--- config.mk ---
export PLATFORM = sky130hd
export DESIGN_NAME = dfilt_bank
export DESIGN_NICKNAME = d
export VERILOG_FILES = /design/src/rtl/dfilt_pkg.sv /design/src/rtl/dfilt_freeze.sv /design/src/rtl/dfilt_chan.sv /design/src/rtl/dfilt_bank.sv
export SDC_FILE = /design/constraint.sdc
export NUM_CORES = 1
export LEC_CHECK = 0
export ABC_AREA = 1
export ABC_CLOCK_PERIOD_IN_PS = 3300
export BUFFER_PORTS_ARGS = -buffer_cell sky130_fd_sc_hd__buf_2
export CAP_MARGIN = 0
export CORE_UTILIZATION = 34
export CTS_BUF_LIST = sky130_fd_sc_hd__clkbuf_8
export CTS_CLUSTER_DIAMETER = 150
export DETAILED_ROUTE_END_ITERATION = 8
export SLEW_MARGIN = 20
export SYNTH_ARGS = -nofsm -noshare
export SYNTH_HDL_FRONTEND = slang
export SYNTH_SLANG_ARGS = --single-unit
--- constraint.sdc ---
create_clock -name clk -period 3.3 [get_ports clk]
set_clock_uncertainty 0.15 [all_clocks]
set_input_delay 0.66 -clock clk [delete_from_list [all_inputs] [get_ports clk]]
set_output_delay 0.66 -clock clk [all_outputs]
set_load 0.01 [all_outputs]
--- src/rtl/dfilt_pkg.sv ---
package dfilt_pkg;
  typedef enum logic [1:0] {
    ERR_FORCE0 = 2'd0,
    ERR_FORCE1 = 2'd1,
    ERR_HOLD   = 2'd2,
    ERR_HOLD_B = 2'd3
  } err_opt_e;

  // output chosen while a channel is in read error
  function automatic logic err_value(input logic [1:0] opt, input logic last);
    case (err_opt_e'(opt))
      ERR_FORCE0: err_value = 1'b0;
      ERR_FORCE1: err_value = 1'b1;
      default:    err_value = last;
    endcase
  endfunction
endpackage

--- src/rtl/dfilt_freeze.sv ---
module dfilt_freeze #(
  parameter int NCH = 4
) (
  input  logic           clk,
  input  logic           rst_n,
  input  logic           abort_mode,
  input  logic [NCH-1:0] rd_err,
  output logic           frz
);
  logic any_err;
  always_comb any_err = |rd_err;
  always_comb frz = abort_mode & any_err;


  frz_src_chk: assert property (@(posedge clk) disable iff (!rst_n)
    (!abort_mode || rd_err == '0) |-> !frz);
endmodule

--- src/rtl/dfilt_chan.sv ---
module dfilt_chan #(
  parameter int DW = 16
) (
  input  logic          clk,
  input  logic          rst_n,
  input  logic          tick,
  input  logic          frz,
  input  logic          cond,
  input  logic          err,
  input  logic [DW-1:0] on_dly,
  input  logic [DW-1:0] off_dly,
  input  logic [1:0]    opt,
  output logic          out,
  output logic          bad,
  output logic [DW-1:0] elap
);
  import dfilt_pkg::*;

  localparam logic [DW-1:0] CNT_MAX = {DW{1'b1}};
  localparam logic [DW-1:0] CNT_ONE = DW'(1);

  function automatic logic [DW-1:0] sat_inc(input logic [DW-1:0] v);
    sat_inc = (v == CNT_MAX) ? v : v + CNT_ONE;
  endfunction

  function automatic logic [DW-1:0] elap_step(
    input logic off_zero, input logic in_up, input logic in_dn,
    input logic in_now, input logic rise, input logic fall,
    input logic [DW-1:0] cur);
    if (off_zero) begin
      if (fall)        elap_step = '0;
      else if (in_up)  elap_step = CNT_ONE;
      else if (in_now) elap_step = sat_inc(cur);
      else             elap_step = cur;
    end else begin
      if (rise)        elap_step = '0;
      else if (in_dn)  elap_step = CNT_ONE;
      else if (!in_now) elap_step = sat_inc(cur);
      else             elap_step = cur;
    end
  endfunction

  logic          out_q, bad_q, prev_q;
  logic [DW-1:0] run_q, elap_q;

  // named internal events
  logic          adv, err_tick, run_hit, filt_nxt, rise_ev, fall_ev, in_up, in_dn, off_zero;
  logic [DW-1:0] run_nxt, elap_nxt;

  always_comb begin
    adv      = tick & ~frz;
    err_tick = adv & err;
    off_zero = (off_dly == '0);
    in_up    = cond & ~prev_q;
    in_dn    = ~cond & prev_q;
    run_hit  = run_q >= (out_q ? off_dly : on_dly);
    filt_nxt = (cond != out_q && run_hit) ? cond : out_q;
    run_nxt  = (cond == out_q || run_hit) ? '0 : sat_inc(run_q);
    rise_ev  = ~out_q & filt_nxt;
    fall_ev  = out_q & ~filt_nxt;
    elap_nxt = elap_step(off_zero, in_up, in_dn, cond, rise_ev, fall_ev, elap_q);
  end

  always_ff @(posedge clk or negedge rst_n) begin
    if (!rst_n) begin
      out_q  <= 1'b0;
      bad_q  <= 1'b0;
      prev_q <= 1'b0;
      run_q  <= '0;
      elap_q <= '0;
    end else if (err_tick) begin
      out_q <= err_value(opt, out_q);
      bad_q <= 1'b1;
      run_q <= '0;
    end else if (adv) begin
      out_q  <= filt_nxt;
      bad_q  <= 1'b0;
      prev_q <= cond;
      run_q  <= run_nxt;
      elap_q <= elap_nxt;
    end
  end

  assign out  = out_q;
  assign bad  = bad_q;
  assign elap = elap_q;


  gate_hold_chk: assert property (@(posedge clk) disable iff (!rst_n)
    !tick |=> $stable(out_q) && $stable(bad_q) && $stable(elap_q));

  frz_hold_chk: assert property (@(posedge clk) disable iff (!rst_n)
    frz |=> $stable(out_q) && $stable(bad_q) && $stable(elap_q));

  rise_cause_chk: assert property (@(posedge clk) disable iff (!rst_n)
    $rose(out_q) |-> $past(cond) || $past(err));

  err_bad_chk: assert property (@(posedge clk) disable iff (!rst_n)
    (tick && !frz && err) |=> bad_q && $stable(elap_q));

  force0_chk: assert property (@(posedge clk) disable iff (!rst_n)
    (tick && !frz && err && opt == 2'd0) |=> !out_q);

  sat_chk: assert property (@(posedge clk) disable iff (!rst_n)
    (elap_q == CNT_MAX) |=> (elap_q == CNT_MAX || elap_q <= CNT_ONE));
endmodule

--- src/rtl/dfilt_bank.sv ---
module dfilt_bank #(
  parameter int NCH = 4,
  parameter int DW  = 16
) (
  input  logic             clk,
  input  logic             rst_n,
  input  logic             tick,
  input  logic             abort_mode,
  input  logic [NCH-1:0]   cond_in,
  input  logic [NCH-1:0]   rd_err,
  input  logic [NCH*DW-1:0] on_dly,
  input  logic [NCH*DW-1:0] off_dly,
  input  logic [2*NCH-1:0] err_opt,
  output logic [NCH-1:0]   filt_out,
  output logic [NCH-1:0]   stat_bad,
  output logic [NCH*DW-1:0] elapsed
);
  logic frz;

  dfilt_freeze #(.NCH(NCH)) u_frz (
    .clk(clk), .rst_n(rst_n), .abort_mode(abort_mode), .rd_err(rd_err), .frz(frz)
  );

  for (genvar i = 0; i < NCH; i++) begin : g_ch
    dfilt_chan #(.DW(DW)) u_ch (
      .clk(clk), .rst_n(rst_n), .tick(tick), .frz(frz),
      .cond(cond_in[i]), .err(rd_err[i]),
      .on_dly(on_dly[i*DW +: DW]), .off_dly(off_dly[i*DW +: DW]),
      .opt(err_opt[2*i +: 2]),
      .out(filt_out[i]), .bad(stat_bad[i]), .elap(elapsed[i*DW +: DW])
    );
  end
endmodule

Word level (Yosys, flattened, before mapping)
Index checks and enable logic that the tools add are counted.
Storage, ports and cells
  bits in registers: 140
  bits in latches: 0
  RAM bits: 0
  ROM bits: 0
  input bits: 148
  output and inout port bits: 72
  word-level logic and storage cells: 221
  memories: 0
Cells by class
  add/subtract/negate cells: 8
  multiply operators: 0
  div/mod/pow operators: 0
  order comparisons: 4
  equal/unequal tests: 36
  shift-type cells: 0
  muxes and demuxes: 73
  bitwise gates (word level): 43
  reductions and logical operators: 37
Operator list (count)
  16-bit 2-to-1 mux: 52
  16-bit by 1-bit adder with 16-bit output (second input constant): 8
  16-bit equality test (second input constant): 8
  16-bit greater-or-equal comparator: 4
  16-bit logical NOT: 4
  2-bit AND reduction: 12
  1-bit bitwise AND: 22
  1-bit inverter: 21
  1-bit 2-to-1 mux: 17
  4-bit by 1-bit inequality test with 1-bit output (second input constant): 4
  4-bit by 2-bit inequality test with 1-bit output (second input constant): 4
  4-bit AND reduction: 4
  3-bit by 1-bit inequality test with 1-bit output (second input constant): 4
  3-bit inequality test (second input constant): 4
  2-bit by 1-bit equality test with 1-bit output (second input constant): 4
  2-bit logical NOT: 4
  1-bit case mux with 2 select lines: 4
  2-bit nonzero test: 4
  1-bit equality test: 4
  1-bit logical AND: 4
  1-bit logical OR: 4
  1-bit inequality test: 4
  4-bit OR reduction: 1

Logic depth before layout (Yosys ltp)
Gate-level depths: netlist of run 1.
  depth after elaboration: 8
  depth in mapped cells: 22

By module
From an unflattened synthesis of run 1, not the netlist that was laid out.
Second synthesis, totals
  cells, all modules: 2222
  area, all modules: 13802.0 sq um
By module, submodules not included
  dfilt_chan at g_ch[0].u_ch ...: instances 3, cells an instance 557, area each 3438.3 sq um, sequential area each 875.8 sq um
  dfilt_chan at g_ch[3].u_ch: instances 1, cells an instance 547, area each 3470.8 sq um, sequential area each 875.8 sq um
  dfilt_freeze: instances 1, cells an instance 4, area each 16.3 sq um, sequential area each 0.0 sq um

Worst setup path before layout of run 1
OpenSTA, ideal clock, no wires.
  path type: register -> register
  start: reg g_ch[1].u_ch.out_q
  end: reg g_ch[1].u_ch.elap_q[15]
  data arrival time: 2622 ps
  data required time: 3033 ps
  slack: 410 ps
  stages on the path, launching flop included: 20
  buffers on the path: 3
  clock period less this slack: 2890 ps
  path through: dfrtp_1 -> buf_4 -> buf_1 -> mux2i_1 -> ha_1 -> nand2_1 -> nor2_1 -> nor2_1 -> nand2_1 -> nand2_1 -> nand2_1 -> nand2_1 -> nand2_2 -> nand2_4 -> nand3_2 -> nand2_1 -> clkinv_2 -> buf_6 -> nand3_1 -> nand2_1
On the way
  word-level cells in the longest chain between the ends: 8
  elaborated cells between the ends (all ways): 15
  those cells by class: order compare (1); eq/ne (3); mux (5); bitwise (4); reduce/logical (2)
Ends and longest elaborated chain
  start: declaration: line dfilt_chan.sv:43  | logic out_q, bad_q, prev_q;
  start signal: assignment: line dfilt_chan.sv:72  | out_q <= err_value(opt, out_q);
  start signal: assignment: line dfilt_chan.sv:76  | out_q <= filt_nxt;
  16-bit 2-to-1 mux: line dfilt_chan.sv:56  | run_hit = run_q >= (out_q ? off_dly : on_dly);
  16-bit greater-or-equal comparator: line dfilt_chan.sv:56
  1-bit logical AND: line dfilt_chan.sv:57  | filt_nxt = (cond != out_q && run_hit) ? cond : out_q;
  1-bit 2-to-1 mux: line dfilt_chan.sv:57
  1-bit inverter: line dfilt_chan.sv:60  | fall_ev = out_q & ~filt_nxt;
  1-bit bitwise AND: line dfilt_chan.sv:60
  4-bit by 2-bit inequality test with 1-bit output (no line) or 16-bit 2-to-1 mux (tied branches)
  4-bit AND reduction (no line) or 16-bit 2-to-1 mux (tied branches)
  end signal: assignment: line dfilt_chan.sv:80  | elap_q <= elap_nxt;
  end: declaration: line dfilt_chan.sv:44  | logic [DW-1:0] run_q, elap_q;
Several ways; a longest one is shown, not always the timed one.
A chain may end at the register's enable or synchronous reset.

Final worst setup path of run 1
  start: reg g_ch[1].u_ch.out_q
  end: reg g_ch[1].u_ch.elap_q[13]
The elaborated chain is that of the path after synthesis.

==> run_results.csv, run 1 <==
group,metric,value,unit
critical_path,cp-startpoint,"g_ch[1].u_ch.out",
final_layout,final_nets,2524,
critical_path,rr_worst_depth,18,
timing,post-route-period-util,91.1,%
grt,busiest_layer,"met2",
critical_path,critical_path.most_common_cell,"nand2_1",
timing,hold_violations,0,
place,hpwlAfterDp,31.4,mm
timing,drv_slew,0,
place,place_congestion,0.882,
critical_path,reg2reg_from,"g_ch[1].u_ch.out",
grt,grt_pass1_wl,69.5,mm
timing,fin_tns_setup,0,ns
logic_synthesis,synth-main-ff-cell,"dfrtp_1",
clock_network,cts-root-buf,"clkbuf_8",
pwr,combPwrFrac,30.8,%
grt,grt_usage,20.9,%
clock_network,clkLatencyLatePin,0.50,ns
worst_hold_path,hp-start,"g_ch[2].u_ch.bad",
detailed_routing,vias,14500,
clock_network,clock_sinks,140,
logic_synthesis,synth_top_area_share,26.1,%
critical_path,cp_data_arrival_time,3.24,ns
final_layout,diodes,0,
grt,antenna_found_initial,0,
floorplan,die_area,40200,um2
logic_synthesis,ys_seq_elements,140,
clock_network,numCtsBuffers,17,
logic_synthesis,ys_top_cells_by_area,"dfrtp_1, nand2_1, nand3_1",
status,status,"finished, final reports clean",
clock_network,clk_pin_slew,0.11,ns
pwr,p_sw_share,37.9,%
detailed_routing,wire_per_inst,14.7,um
critical_path,critical_path.max_stage_delay,0.34,ns
detailed_routing,drt-total-wl,41.6,mm
pwr,ir_drop,0.000237,V
floorplan,io_pins,220,
clock_network,cts_resized,0,
place,port_buffers,219,
worst_hold_path,holdPathStages,2,
pwr,clkPwrFrac,31.0,%
clock_network,tritoncts,"done",
logic_synthesis,ys_types,49,
floorplan,coreArea,38700,um2
clock_network,cts_hold_buf,1,
critical_path,cp.depth,18,
grt,grt_start_max_net_pins,56,
grt,use_met1,28.5,%
worst_hold_path,hp-class,"register to register",
detailed_routing,drtIter0Drc,923,
logic_synthesis,async_flop_share,100,%
detailed_routing,ant_nets,0,
timing,max_freq,333,MHz
detailed_routing,firstDrtPassIters,6,
critical_path,worstPathRequired,3.53,ns
logic_synthesis,synth_area_leader_cell,"dfrtp_1",
critical_path,crit_type,"register to register",
timing,fin_crit,3.01,ns
critical_path,critPathMaxFanout,21,
pwr,p_per_area,343,nW/um2
flow_run,maxCapViolations,0,
critical_path,path_cells,"buf_4, inv_1, nand2_1, nand2_1, ha_1, nand2_1, nor2_1, nor2_1, nand2_1, nand2_1, nand2_1, nand2_1, nand2_2, nand3_4, nand3_4, nand3_4, nand2_1, nand2_1",
floorplan,start_util,34.6,%
pwr,power_frac_seq,38.2,%
timing,setup_viol,0,
grt,met2_usage,34.3,%
pwr,p_leak,8.15,nW
logic_synthesis,avgSynthCellArea,6.40,um2
final_layout,multiInputGateArea,8670,um2
logic_synthesis,yosys_warnings,0,
floorplan,die_h,201,um
pwr,p_sw,0.00202,W
clock_network,cts_setup_buffers,0,
timing,rsz0062_at_grt,"false",
critical_path,cp-start-kind,"register",
clock_network,htree_num_levels,4,
timing,worst_slew_pin_slew,0.751,ns
grt,grt_pass1_vias,13800,
final_layout,area_delta_synth_final,16.1,%
floorplan,die_w,201,um
grt,grt-ovfl-total,0,
final_layout,ff_latch_area,3500,um2
timing,maxSlewHeadroom,49.7,%
logic_synthesis,syn_nets,2314,
critical_path,critPathBufInv,2,
critical_path,slowest_stage,"dfrtp_1",
critical_path,crit_family,"simple AND/OR/NAND/NOR gates",
floorplan,row_count,72,
clock_network,cts_buffer_depth,2,
critical_path,endpoint_kind,"register",
logic_synthesis,postSynthCellCount,2094,
detailed_routing,avgViaCountPerCell,5.11,
logic_synthesis,netlist_area,13400,um2
timing,worst_hold_slack,0.343,ns
logic_synthesis,synth-seq-area-share,26.1,%
grt,gr-usage-met3,2.74,%
detailed_routing,drc_errors,0,
final_layout,fillCellCount,4073,
pwr,internal_power,0.00331,W
logic_synthesis,synth_edf_count,0,
final_layout,drive_above_1_share,16.7,%
## worst reg2reg max path, delay by kind of cell, from the launching register on
| kind | cells | cell delay, ns |
|---|---|---|
| adders and majority gates | 1 | 0.26 |
| DFF | 1 | 0.34 |
| and+or+nand+nor | 15 | 1.68 |
| buffers and inverters | 2 | 0.45 |
## state kept, by name, summed over array words and instances, names as in the netlist
signal and count:
g_ch.u_ch.bad 4, g_ch.u_ch.elap 64, g_ch.u_ch.out 4, g_ch.u_ch.prev_q 4
g_ch.u_ch.run_q 64
## cells in the final DEF, fill, tap and decap left out, types with 6 or more instances in the layout
cell type,synthesis,routed
a21oi_1,110,110
buf_2,20,218
buf_4,18,42
clkbuf_8,0,17
dfrtp_1,140,140
ha_1,72,72
inv_1,189,189
inv_2,8,8
mux2i_1,15,15
nand2_1,587,587
nand2_2,25,25
nand2_4,6,6
nand3_1,297,297
nand3b_1,10,10
nand4_1,52,52
nor2_1,212,212
nor2_2,7,7
nor3_1,50,50
nor4_1,6,6
o2111ai_1,7,7
o21ai_0,79,79
o21ai_1,6,6
o21ai_2,9,9
o21bai_1,6,6
or2_2,10,10
xnor2_1,10,10
xor2_1,54,54
## cells by family (layout without fill, tap and decap cells)
family / count (synthesis) / in the layout / share of synthesized area (%)
AND/OR/NAND/NOR: 1283 / 1283 / 42.7
buffers and inverters: 281 / 504 / 9.17
AO/OA/AOI/OAI: 239 / 239 / 9.92
flip-flops: 140 / 140 / 26.1
adder cells (fa/ha/maj): 72 / 72 / 6.72
XOR/XNOR: 64 / 64 / 4.18
multiplexers: 15 / 15 / 1.12
## layer usage
metal  vias up  part of all wire (%)
li1       7338                     -
met1      6688                    47
met2       427                    46
met3        45                   4.9
met4         0                   1.8
met5         -                     0
## power groups by stage
stage | clock, W | combinational, W | sequential, W
4_1_cts | 0.00171 | 0.00166 | 0.00204
3_5_place_dp | 0 | 0.00165 | 0.00207
6_report | 0.00165 | 0.00165 | 0.00204
2_1_floorplan | 0 | 0.00111 | 0.00204
5_1_grt | 0.00177 | 0.00188 | 0.00207
3_3_place_gp | 0 | 0.00161 | 0.00207
## metrics by stage
stage               instances  power (W)  setup WS (ns)  area, um2  util [%]
global route             2835    0.00572         0.0229      15600      40.2
finish                   2835    0.00534          0.294      15600      40.2
floorplan                2094    0.00315          0.410      13400         -
global placement         2802    0.00367          0.331      15100      39.0
CTS                      2835    0.00540          0.320      15600      40.2
detailed placement       2802    0.00372          0.302      15100      39.0
## layout make-up
cell class                      count  area share, %
Clock buffer                       17           1.50
Clock inverter                     15           1.35
Inverter                          206           5.06
Multi-Input combinational cell   1673           55.7
Sequential cell                   140           22.5
Tap cell                          518           4.17
Timing Repair Buffer              266           9.69
## final timing paths
path | to | slack [ns]
worst min register to register | g_ch[2].u_ch.bad | 0.34
min in group asynchronous | g_ch[1].u_ch.elap[5] | 0.53
worst max-delay path | g_ch[1].u_ch.elap[13] | 0.29
max in group asynchronous | g_ch[0].u_ch.elap[11] | 1.67
worst min-delay path | g_ch[2].u_ch.bad | 0.34
worst max register to register | g_ch[1].u_ch.elap[13] | 0.29
## cell usage after synthesis, drive strengths merged, types with 3 or more instances
cell,instances
nand4,52
or2,11
xnor2,10
o31ai,3
a21o,5
mux2i,15
ha,72
o21bai,6
nand2,618
nor2,224
xor2,54
o211ai,3
a21boi,4
clkinv,6
nand3,305
inv,200
nand3b,10
nor3,53
a21oi,112
o2111ai,7
nor4,6
o21ai,94
clkbuf,26
buf,49
dfrtp,140
(Power assumes the default switching activity.)
==> run 2, diff against run 1 <==
--- a/config.mk
+++ b/config.mk
@@ -13,6 +13,7 @@
 export CTS_BUF_LIST = sky130_fd_sc_hd__clkbuf_8
 export CTS_CLUSTER_DIAMETER = 150
 export DETAILED_ROUTE_END_ITERATION = 8
+export PLACE_DENSITY = 0.53
 export SLEW_MARGIN = 20
 export SYNTH_ARGS = -nofsm -noshare
 export SYNTH_HDL_FRONTEND = slang
==> run 2 against run 1 <==
Flip-flop and latch count did not move; highest routed layer unchanged; power fell by 4.7%; design area fell by 0.87%; global-route usage rose by 0.68 points; final cell count fell by 0.21%; combinational power barely moved; die area did not move; hold slack got worse by 0.32 ns.
==> run_results.csv, run 2 (synthesized netlist as in run 1, its figures left out) <==
group,metric,value,unit
critical_path,critical_path.max_stage_delay,0.35,ns
pwr,p_sw,0.00195,W
pwr,combPwrFrac,32.2,%
clock_network,cts_hold_buf,0,
pwr,internal_power,0.00314,W
clock_network,cts_setup_buffers,0,
clock_network,cts-root-buf,"clkbuf_8",
critical_path,reg2reg_from,"g_ch[1].u_ch.out",
grt,grt_pass1_vias,13800,
place,hpwlAfterDp,32.1,mm
clock_network,clock_sinks,140,
floorplan,die_w,201,um
timing,maxSlewHeadroom,47.4,%
pwr,clkPwrFrac,27.6,%
detailed_routing,ant_nets,0,
timing,worst_slew_pin_slew,0.786,ns
detailed_routing,drt-total-wl,43.1,mm
final_layout,layout_common_cells,"nand2_1, nand3_1, buf_2",
critical_path,critPathMaxFanout,20,
timing,post-route-period-util,89.0,%
critical_path,rr_worst_depth,14,
final_layout,final_nets,2519,
detailed_routing,wire_per_inst,15.2,um
grt,antenna_found_initial,0,
critical_path,crit_family,"simple AND/OR/NAND/NOR gates",
worst_hold_path,hp-class,"input port to asynchronous set/reset pin",
critical_path,critPathBufInv,2,
place,place_area,15000,um2
grt,grt_usage,21.6,%
final_layout,ff_latch_area,3500,um2
flow_run,maxCapViolations,0,
detailed_routing,drtIter0Drc,874,
critical_path,slowest_stage,"dfrtp_1",
clock_network,clk_pin_slew,0.08,ns
final_layout,diodes,0,
timing,fin_crit,2.94,ns
grt,grt-ovfl-total,0,
pwr,p_per_area,330,nW/um2
timing,setup_viol,0,
critical_path,critical_path.most_common_cell,"nand2_1",
timing,drv_slew,0,
floorplan,die_area,40200,um2
floorplan,die_h,201,um
timing,hold_violations,0,
grt,grt_pass1_wl,71.0,mm
critical_path,cp_data_arrival_time,3.21,ns
detailed_routing,vias,14300,
final_layout,drive_above_1_share,16.4,%
floorplan,row_count,72,
critical_path,worstPathRequired,3.57,ns
grt,grt_start_max_net_pins,59,
critical_path,crit_type,"register to register",
pwr,ir_drop,0.000215,V
clock_network,tritoncts,"done",
status,status,"finished, final reports clean",
critical_path,path_cells,"buf_4, mux2i_1, ha_1, a21oi_1, o21ai_0, a21oi_1, nand2_2, nor2_4, nand2_1, nand2_1, nand2_2, inv_2, nand2_1, nand2_1",
pwr,p_leak,8.10,nW
final_layout,final_core_util,39.8,%
pwr,total_power,0.00509,W
pwr,power_frac_seq,40.2,%
timing,max_freq,340,MHz
final_layout,area_delta_synth_final,15.1,%
critical_path,cp-start-kind,"register",
critical_path,regToRegSetupSlack,0.36,ns
detailed_routing,firstDrtPassIters,6,
timing,rsz0062_at_grt,"false",
final_layout,multiInputGateArea,8670,um2
timing,fin_tns_setup,0,ns
clock_network,clkLatencyLatePin,0.48,ns
final_layout,stdcell_count,2829,
floorplan,coreArea,38700,um2
place,placed_cells,2798,
final_layout,mostFrequentLayoutCell,"nand2_1",
clock_network,htree_num_levels,4,
clock_network,cts_resized,0,
critical_path,endpoint_kind,"register",
clock_network,numCtsBuffers,17,
detailed_routing,drc_errors,0,
detailed_routing,avgViaCountPerCell,5.07,
final_layout,design_area,15400,um2
critical_path,r2r_end,"g_ch[1].u_ch.run_q[4]",
place,place_congestion,0.908,
floorplan,start_util,34.6,%
pwr,p_sw_share,38.3,%
floorplan,io_pins,220,
final_layout,fillCellCount,4190,
clock_network,cts_buffer_depth,2,
place,port_buffers,219,
-- run 2: changes by cell type in the layout (fill, tap and decap cells not counted), sizes merged --
cell         delta
dlygate4sd3     -1
clkinv          -1
buf             -4
bufinv          -3
inv             -2
clkbuf          +5
-- run 2: stage by stage --
| stage | hold slack [ns] | worst slack, ns |
|---|---|---|
| final | 0.0240 | 0.363 |
| after global routing | 0.0491 | 0.0196 |
| after CTS | 0.0292 | 0.333 |
| after detailed placement | 0.337 | 0.171 |
| after global placement | 0.344 | 0.185 |
| after floorplan | 0.214 | 0.410 |
-- run 2: cell type report --
| cell class | count | share of cell area [%] |
|---|---|---|
| Inverter | 206 | 5.10 |
| Clock buffer | 22 | 1.96 |
| Tap cell | 518 | 4.20 |
| Sequential cell | 140 | 22.7 |
| Timing Repair Buffer | 261 | 9.35 |
| Multi-Input combinational cell | 1673 | 56.2 |
| Clock inverter | 9 | 0.462 |
-- run 2: power by group through the flow --
| stage | Combinational [W] | Sequential (W) | Clock [W] |
|---|---|---|---|
| floorplan | 0.00111 | 0.00204 | 0 |
| global placement | 0.00161 | 0.00208 | 0 |
| finish | 0.00164 | 0.00205 | 0.00140 |
| detailed placement | 0.00164 | 0.00208 | 0 |
| global route | 0.00188 | 0.00207 | 0.00152 |
| CTS | 0.00165 | 0.00204 | 0.00146 |
-- run 2: per-layer routing --
| metal | share of wire (%) | global-route usage [%] | vias to the layer above |
|---|---|---|---|
| met5 | 0 | 0 | - |
| met4 | 1.5 | 6.30 | 0 |
| met3 | 4.5 | 2.82 | 44 |
| met2 | 46 | 35.3 | 394 |
| met1 | 48 | 29.7 | 6579 |
| li1 | - | - | 7329 |
-- run 2: worst max path at each step --
stage	from	end	slack, ns	cells past startpoint
2_1_floorplan	g_ch[1].u_ch.out	g_ch[1].u_ch.elap[15]	0.41	19
3_3_place_gp	rd_err[0]	g_ch[2].u_ch.run_q[7]	0.19	14
3_5_place_dp	rd_err[0]	g_ch[1].u_ch.run_q[1]	0.17	13
4_1_cts	g_ch[1].u_ch.out	g_ch[1].u_ch.run_q[12]	0.33	14
5_1_grt	g_ch[1].u_ch.out	g_ch[1].u_ch.elap[4]	0.02	13
6_report	g_ch[1].u_ch.out	g_ch[1].u_ch.run_q[4]	0.36	14
==> run 3, diff against run 2 <==
--- a/config.mk
+++ b/config.mk
@@ -9,6 +9,7 @@
 export ABC_CLOCK_PERIOD_IN_PS = 3300
 export BUFFER_PORTS_ARGS = -buffer_cell sky130_fd_sc_hd__buf_2
 export CAP_MARGIN = 0
+export CORE_MARGIN = 2
 export CORE_UTILIZATION = 34
 export CTS_BUF_LIST = sky130_fd_sc_hd__clkbuf_8
 export CTS_CLUSTER_DIAMETER = 150
==> run 3 against run 2 <==
Count of clock-buffer cells in the layout decreased by 5; wire length increased by 1.1%; largest power group unchanged; core utilization increased by 0.16 points; power increased by 3.9%; hold slack got worse by 0.0069 ns; combinational power about the same.
==> run_results.csv, run 3 (synthesized netlist as in run 1, its figures left out) <==
group,metric,value,unit
timing,drv_slew,0,
final_layout,stdcell_count,2833,
grt,antenna_found_initial,1,
pwr,combPwrFrac,31.0,%
status,status,"finished, final reports clean",
critical_path,reg2reg_from,"g_ch[1].u_ch.out",
detailed_routing,drtIter0Drc,932,
flow_run,maxCapViolations,0,
final_layout,area_delta_synth_final,15.6,%
place,placed_cells,2800,
grt,grt_start_max_net_pins,71,
critical_path,worstPathRequired,3.57,ns
pwr,clkPwrFrac,30.3,%
final_layout,design_area,15500,um2
detailed_routing,ant_nets,0,
critical_path,path_cells,"buf_4, mux2i_1, ha_1, a21oi_1, o21ai_0, a21oi_1, nand2_2, nor2_4, nand2_1, nand2_1, nand2_2, inv_2, nand2_1, nand2_1",
critical_path,rr_worst_depth,14,
clock_network,clk_pin_slew,0.09,ns
clock_network,cts-root-buf,"clkbuf_8",
place,place_area,15100,um2
critical_path,critPathMaxFanout,20,
critical_path,critical_path.most_common_cell,"nand2_1",
floorplan,die_w,203,um
final_layout,mostFrequentLayoutCell,"nand2_1",
timing,setup_viol,0,
clock_network,cts_hold_buf,0,
pwr,power_frac_seq,38.7,%
floorplan,coreArea,38700,um2
grt,grt-ovfl-total,0,
clock_network,htree_num_levels,4,
timing,post-route-period-util,90.7,%
detailed_routing,drc_errors,0,
critical_path,slowest_stage,"dfrtp_1",
final_layout,final_nets,2521,
pwr,internal_power,0.00328,W
detailed_routing,avgViaCountPerCell,5.11,
critical_path,cp_data_arrival_time,3.26,ns
critical_path,endpoint_kind,"register",
critical_path,cp-start-kind,"register",
timing,worst_slew_pin_slew,0.756,ns
grt,grt_pass1_vias,13800,
timing,max_freq,334,MHz
floorplan,die_area,41000,um2
final_layout,drive_above_1_share,16.6,%
clock_network,clkLatencyLatePin,0.48,ns
pwr,p_per_area,341,nW/um2
detailed_routing,wire_per_inst,15.4,um
critical_path,r2r_end,"g_ch[1].u_ch.run_q[4]",
clock_network,clock_sinks,140,
clock_network,cts_buffer_depth,2,
worst_hold_path,hp-class,"input port to asynchronous set/reset pin",
pwr,p_sw_share,38.0,%
timing,fin_ws,0.308,ns
critical_path,crit_type,"register to register",
clock_network,cts_setup_buffers,0,
timing,hold_violations,0,
pwr,p_sw,0.00201,W
timing,rsz0062_at_grt,"false",
timing,maxSlewHeadroom,49.6,%
floorplan,start_util,34.6,%
place,hpwlAfterDp,32.8,mm
timing,fin_tns_setup,0,ns
critical_path,critical_path.max_stage_delay,0.36,ns
final_layout,layout_common_cells,"nand2_1, nand3_1, buf_2",
detailed_routing,vias,14500,
pwr,p_leak,8.11,nW
critical_path,regToRegSetupSlack,0.31,ns
grt,grt_pass1_wl,71.5,mm
floorplan,io_pins,220,
grt,grt_usage,21.2,%
clock_network,cts_resized,0,
floorplan,row_count,72,
place,port_buffers,219,
floorplan,die_h,203,um
place,dpl_worst_slack,0.198,ns
detailed_routing,drt-total-wl,43.5,mm
timing,fin_crit,2.99,ns
place,place_congestion,0.866,
detailed_routing,firstDrtPassIters,5,
clock_network,numCtsBuffers,17,
pwr,ir_drop,0.000264,V
clock_network,tritoncts,"done",
[run 3: cell count changes in the layout (fill, tap and decap cells not counted), moves of 2 or more]
cell | previous run | this run
clkbuf_8 | 22 | 17
buf_4 | 40 | 43
bufinv_16 | 1 | 4
clkinv_4 | 0 | 3
clkinvlp_4 | 2 | 4
inv_1 | 192 | 190
[run 3: through the flow]
stage / hold WS [ns] / power (W) / utilization, %
floorplan: 0.214 / 0.00315 / -
global placement: 0.312 / 0.00369 / 38.9
detailed placement: 0.322 / 0.00373 / 38.9
CTS: 0.0468 / 0.00537 / 40.0
global route: 0.0900 / 0.00568 / 40.0
finish: 0.0171 / 0.00529 / 40.0
[run 3: worst max path at each step]
stage,start,slack (ns),end,cells after the start
finish,g_ch[1].u_ch.out,0.31,g_ch[1].u_ch.run_q[4],14
global route,g_ch[2].u_ch.out,0.007,g_ch[2].u_ch.run_q[14],13
CTS,g_ch[1].u_ch.out,0.31,g_ch[1].u_ch.run_q[12],14
detailed placement,off_dly[19],0.20,g_ch[1].u_ch.elap[10],16
global placement,off_dly[19],0.24,g_ch[1].u_ch.elap[14],16
floorplan,g_ch[1].u_ch.out,0.41,g_ch[1].u_ch.elap[15],19
[run 3: cell type report]
class	instances	area [um2]
Tap cell	518	648
Fill cell	4200	23300
Multi-Input combinational cell	1673	8670
Clock inverter	15	199
Clock buffer	17	234
Antenna cell	1	2.50
Sequential cell	140	3500
Timing Repair Buffer	263	1450
Inverter	206	787
[run 3: critical path: cells and delay by family, from the launching register on]
kind / cells / cell delay (ns)
muxes: 1 / 0.22
and+or+nand+nor: 7 / 1.01
adders and majority gates: 1 / 0.27
AOI/OAI and AO/OA: 3 / 0.48
buffers and inverters: 2 / 0.43
DFF: 1 / 0.36
[run 3: power by group through the flow]
stage | logic (W) | clock network (W) | registers [W]
6_report | 0.00164 | 0.00160 | 0.00205
2_1_floorplan | 0.00111 | 0 | 0.00204
5_1_grt | 0.00187 | 0.00173 | 0.00207
4_1_cts | 0.00165 | 0.00167 | 0.00205
3_5_place_dp | 0.00165 | 0 | 0.00208
3_3_place_gp | 0.00161 | 0 | 0.00208
[run 3: routing by layer]
metal | global-route usage, % | share of wire (%)
met1 | 29.7 | 48
met2 | 34.4 | 45
met3 | 3.15 | 5.4
met4 | 5.27 | 1.3
met5 | 0 | 0
